[config.mk]
export PLATFORM = sky130hd
export DESIGN_NAME = cur_coord_xlat
export DESIGN_NICKNAME = d
export VERILOG_FILES = /design/src/rtl/cur_xlat_pkg.sv /design/src/rtl/cur_origin_trk.sv /design/src/rtl/cur_axis_clamp.sv /design/src/rtl/cur_coord_xlat.sv
export SDC_FILE = /design/constraint.sdc
export NUM_CORES = 1
export LEC_CHECK = 0
export BUFFER_PORTS_ARGS = -buffer_cell sky130_fd_sc_hd__buf_2
export CORE_MARGIN = 5
export CORE_UTILIZATION = 52
export DETAILED_ROUTE_END_ITERATION = 8
export GPL_TIMING_DRIVEN = 0
export PLACE_DENSITY = 0.78
export SLEW_MARGIN = 20
export SYNTH_ARGS = -nofsm -noshare
export SYNTH_HDL_FRONTEND = slang
export SYNTH_SLANG_ARGS = --single-unit
[constraint.sdc]
create_clock -name clk -period 1.6 [get_ports clk]
set_clock_uncertainty 0.2 [all_clocks]
set_input_delay 0.08 -clock clk [delete_from_list [all_inputs] [get_ports clk]]
set_output_delay 0.08 -clock clk [all_outputs]
set_load 0.05 [all_outputs]
[src/rtl/cur_xlat_pkg.sv]
package cur_xlat_pkg;
  parameter int RAW_W   = 16;
  parameter int CRD_W   = 13;
  parameter int NIB_W   = 4;
  parameter int WIDE_W  = RAW_W + 3;
  parameter int ORG_RST = 338;
  parameter int Y_TOP   = 1146;
  parameter int AXES    = 2;

  typedef logic signed [WIDE_W-1:0] wide_t;
  typedef logic [CRD_W-1:0]         crd_t;
endpackage

[src/rtl/cur_origin_trk.sv]
module cur_origin_trk #(
  parameter int RAW_W   = 16,
  parameter int ORG_RST = 338
) (
  input  logic                    clk,
  input  logic                    rst_n,
  input  logic                    upd_en,
  input  logic signed [RAW_W-1:0] raw_x,
  output logic signed [RAW_W-1:0] org_eff
);
  localparam logic signed [RAW_W-1:0] ORG_INIT = RAW_W'(ORG_RST);

  logic signed [RAW_W-1:0] org_q, org_d;

  // effective origin: already lowered by the write in progress
  always_comb begin
    org_eff = (raw_x < org_q) ? raw_x : org_q;
  end

  always_comb begin
    org_d = org_q;
    if (upd_en) org_d = org_eff;
  end

  always_ff @(posedge clk or negedge rst_n) begin
    if (!rst_n) org_q <= ORG_INIT;
    else        org_q <= org_d;
  end


  org_no_rise_chk: assert property (@(posedge clk) disable iff (!rst_n)
    org_q <= $past(org_q));


  org_follow_chk: assert property (@(posedge clk) disable iff (!rst_n)
    (upd_en && (raw_x < org_q)) |=> (org_q == $past(raw_x)));
endmodule

[src/rtl/cur_axis_clamp.sv]
module cur_axis_clamp #(
  parameter int WIDE_W = 19,
  parameter int CRD_W  = 13
) (
  input  logic signed [WIDE_W-1:0] val,
  input  logic [CRD_W-1:0]         lim,
  output logic [CRD_W-1:0]         res
);
  localparam int PAD = WIDE_W - CRD_W;

  logic signed [WIDE_W-1:0] lim_s;

  always_comb begin
    lim_s = $signed({{PAD{1'b0}}, lim});
    if (val > lim_s)         res = lim;
    else if (val < 0)        res = '0;
    else                     res = val[CRD_W-1:0];
  end
endmodule

[src/rtl/cur_coord_xlat.sv]
module cur_coord_xlat
  import cur_xlat_pkg::*;
(
  input  logic        clk,
  input  logic        rst_n,
  input  logic        pos_wr,
  input  logic [31:0] pos_word,
  input  logic [7:0]  ctrl_byte,
  input  logic [12:0] scr_w,
  input  logic [12:0] scr_h,
  output logic [12:0] x_out,
  output logic [12:0] y_out
);
  localparam int HOT_W = 2 * NIB_W;

  // reset: asserted asynchronously, released on a clock edge
  logic [1:0] rst_sync_q;
  logic       rst_n_s;

  always_ff @(posedge clk or negedge rst_n) begin
    if (!rst_n) rst_sync_q <= '0;
    else        rst_sync_q <= {rst_sync_q[0], 1'b1};
  end
  assign rst_n_s = rst_sync_q[1];

  // field extraction
  logic signed [RAW_W-1:0] raw_x, raw_y, org_eff;
  logic [NIB_W-1:0]        hot_x, hot_y;
  logic                    word_zero, org_upd;

  assign raw_x     = $signed(pos_word[2*RAW_W-1:RAW_W]);
  assign raw_y     = $signed(pos_word[RAW_W-1:0]);
  assign hot_x     = ctrl_byte[HOT_W-1:NIB_W];
  assign hot_y     = ctrl_byte[NIB_W-1:0];
  assign word_zero = (pos_word == '0);
  assign org_upd   = pos_wr && !word_zero;

  cur_origin_trk #(.RAW_W(RAW_W), .ORG_RST(ORG_RST)) i_org (
    .clk     (clk),
    .rst_n   (rst_n_s),
    .upd_en  (org_upd),
    .raw_x   (raw_x),
    .org_eff (org_eff)
  );

  // axis arithmetic
  wide_t dx, half_x;
  wide_t ax_val [AXES];
  crd_t  ax_lim [AXES];
  crd_t  ax_res [AXES];

  always_comb begin
    dx        = wide_t'(raw_x) - wide_t'(org_eff);  // never negative
    half_x    = dx >>> 1;                           // truncation for dx >= 0
    ax_val[0] = half_x - wide_t'({1'b0, hot_x});
    ax_val[1] = wide_t'(Y_TOP) - wide_t'(raw_y) - wide_t'({1'b0, hot_y});
    ax_lim[0] = scr_w;
    ax_lim[1] = scr_h;
  end

  for (genvar a = 0; a < AXES; a++) begin : g_axis
    cur_axis_clamp #(.WIDE_W(WIDE_W), .CRD_W(CRD_W)) i_clamp (
      .val (ax_val[a]),
      .lim (ax_lim[a]),
      .res (ax_res[a])
    );
  end

  // output registers
  crd_t x_q, y_q, x_d, y_d;

  always_comb begin
    x_d = x_q;
    y_d = y_q;
    if (pos_wr) begin
      x_d = word_zero ? '0 : ax_res[0];
      y_d = word_zero ? '0 : ax_res[1];
    end
  end

  always_ff @(posedge clk or negedge rst_n_s) begin
    if (!rst_n_s) begin
      x_q <= '0;
      y_q <= '0;
    end else begin
      x_q <= x_d;
      y_q <= y_d;
    end
  end

  assign x_out = x_q;
  assign y_out = y_q;


  zero_word_chk: assert property (@(posedge clk) disable iff (!rst_n_s)
    (pos_wr && pos_word == '0) |=> (x_out == '0 && y_out == '0));


  x_limit_chk: assert property (@(posedge clk) disable iff (!rst_n_s)
    pos_wr |=> (x_out <= $past(scr_w)));


  y_limit_chk: assert property (@(posedge clk) disable iff (!rst_n_s)
    pos_wr |=> (y_out <= $past(scr_h)));


  hold_chk: assert property (@(posedge clk) disable iff (!rst_n_s)
    !pos_wr |=> ($stable(x_out) && $stable(y_out)));
endmodule

==> metrics.yaml <==
status: "complete, but fails checks"
violations: "hold timing, setup timing"
core_sq_um: 9864
worst_hold_slack_ps: -34.79
yosysTopAreaCell: "ha_1"
crit_arrival_ps: 7420
numCtsBuffers: 5
htree_levels: 2
tightestPinTransition_ps: 602.1
route.detailed.drc: 0
max_stage_delay_ps: 540
grt_pass1_wl_mm: 27.65
row_count: 36
critPathLaunchType: "flip-flop"
dr.pass1.iters: 5
die_area_sq_um: 12310
grt_max_degree: 30
clock_latency_ps: 310
ant_nets: 0
slowest_stage: "or4_4"
antenna_found_initial: 0
syn_to_final_growth_pct: 43.84
final_area_sq_um: 7624
crit_fanout: 5
drt-total-wl_mm: 18.28
async_reset_ff_share_pct: 100.0
layout.nets: 979
power_mw: 19.76
setup_viol: 42
cts_buffer_depth: 2
min_period_ps: 7415
final-max-slew-violation-count: 0
grt_overflow_total: 0
power_density_nw_per_um2: 2593
ios: 95
hold_violations: 13
avgSynthCellArea_sq_um: 8.494
gp_congestion: 0.9376
die_w_microns: 111.0
cts-root-buf: "clkbuf_8"
dp_hpwl_mm: 11.83
n_fill_cell: 611
yosysUniqueCellTypes: 67
synth-main-ff-cell: "dfrtp_1"
slew-limit-headroom_pct: 59.86
cts_tree: "done"
rsz0062_at_grt: "true"
final_common_cell: "inv_1"
synth-edff-count: 0
path_clk_slew_ps: 100
max_cap_violations: 0
antenna_cells: 0
critPathRequiredTime_ps: 1600
syn_inst: 624
initial_utilization_pct: 53.73
die_h_microns: 111.0
synthTopCellsByArea: "ha_1, dfrtp_1, inv_1, mux2i_1, xnor2_1"
worstHoldPathType: "flip-flop to async pin"
synth_nets: 779
period_share_pct: 463.4
drive_above_1_share_pct: 34.67
vias: 5735
setup_slack_ps: -5815
cpMostUsedCell: "or4_4"
cts.sinks: 44
wl_per_cell_microns: 19.08
grt_pass1_vias: 5872
yosysSeqAreaShare_pct: 20.87
end_kind: "flip-flop"
fmax_mhz: 134.9
crit_type: "flip-flop to flip-flop"
peakVddDrop_mv: 1.471
synthesis.area_sq_um: 5300
fin_setup_tns_ps: -130590
via_per_inst: 5.986
p_leak_nw: 3.772
drt_iter0_markers: 497
grtUsageTotal_pct: 26.78
portBuffers: 93
ys_ff_latch: 44
synthDominantCellAreaShare_pct: 19.59
placed_cell_area_sq_um: 6122
yosys_warnings: 0
layout_common_cells: "inv_1, buf_2, ha_1"
==> Yosys cell counts (all sizes together) (3+ instances only) <==
master	instances
nor2b	7
clkbuf	14
dfstp	4
a21o	25
nand4	9
or4	4
a21oi	30
nand3	3
mux2i	30
o22ai	13
nor3	8
o211ai	18
nand2	32
dfrtp	40
nor4	5
o221ai	12
a221oi	4
a2111oi	4
o21ai	23
o21bai	5
o21a	6
or2	5
and2	4
nand2b	8
and4	3
nor4b	4
inv	107
buf	4
nor2	22
xnor2	23
a211oi	7
xor2	8
mux2	15
fa	3
ha	83
==> layout make-up <==
class / instances / area (sq um) / share of cell area [%]
multi-input combinational: 455 / 4278 / 56.11
inverter: 107 / 414.1 / 5.432
clock buffer: 6 / 82.58 / 1.083
clock inverter: 2 / 38.79 / 0.5088
buffer: 16 / 118.9 / 1.559
tap: 133 / 166.4 / 2.183
sequential: 44 / 1107 / 14.52
timing repair buffer: 195 / 1418 / 18.60
==> power breakdown <==
| group | internal, mW | total, mW | switching, mW |
|---|---|---|---|
| Sequential | 1.57 | 1.84 | 0.267 |
| Combinational | 7.86 | 17.0 | 9.11 |
| Clock | 0.512 | 0.959 | 0.447 |
| Total | 9.94 | 19.8 | 9.82 |
==> worst paths after layout <==
check / from / endpoint / slack (ps) / cells after the start
worst max register to register: i_org.org_q[13] / x_out[1] / -5810 / 27
worst min register to register: rst_sync_q[1] / x_out[6] / -30 / 0
worst min-delay path: rst_sync_q[1] / x_out[6] / -30 / 0
max in group asynchronous: rst_n / rst_sync_q[1] / 660 / 3
worst max-delay path: i_org.org_q[13] / x_out[1] / -5810 / 27
min in group clk: scr_w[1] / x_out[1] / 10 / 3
==> critical path: cells and delay by family, from the launching register on <==
family,cells,cell delay [ps]
AO/OA/AOI/OAI,10,2450
AND/OR/NAND/NOR,9,2450
adder cells (fa/ha/maj),3,890
flip-flops,1,390
multiplexers,2,360
buffers and inverters,2,300
XOR/XNOR,1,250
==> state kept, by name (all words and copies together), names as in the netlist <==
name and count:
i_org.org_q 16, x_out 13, y_out 13, rst_sync_q 2
==> logic make-up (layout without fill, tap and decap cells) <==
logic type | after synthesis | after routing | share of synthesized area (%)
AOI/OAI and AO/OA | 170 | 170 | 22.95
and+or+nand+nor | 122 | 122 | 12.44
adders and majority gates | 86 | 86 | 20.73
other | 1 | 1 | 0.07075
buffers and inverters | 125 | 326 | 8.971
muxes | 45 | 45 | 8.853
xor gates and xnor gates | 31 | 31 | 5.123
DFF | 44 | 44 | 20.87
==> stage by stage <==
stage / instances / setup slack (ps) / util [%] / hold WS, ps
floorplan: 624 / -5557 / - / -415.6
global placement: 850 / -6153 / 61.85 / -335.2
detailed placement: 851 / -6314 / 62.06 / -330.9
CTS: 940 / -5622 / 73.66 / -103.6
global route: 958 / -6115 / 77.28 / 11.28
finish: 958 / -5815 / 77.28 / -34.79
==> metal layers <==
layer	track usage, %	wire (microns)	up-vias
li1	-	-	2643
met1	32.24	7241	2747
met2	47.13	9063	254
met3	3.876	1029	91
met4	11.99	947	0
met5	0	0	-
==> timing repair <==
action | CTS | global route
cloned | 3 | 0
endpoints found under the setup margin | 42 | 51
endpoints found under the hold margin | 53 | 1
resized for setup | 68 | 48
setup buffers | 38 | 22
pin swaps | 49 | 41
hold buffers | 40 | 1
(Power assumes the default switching activity.)
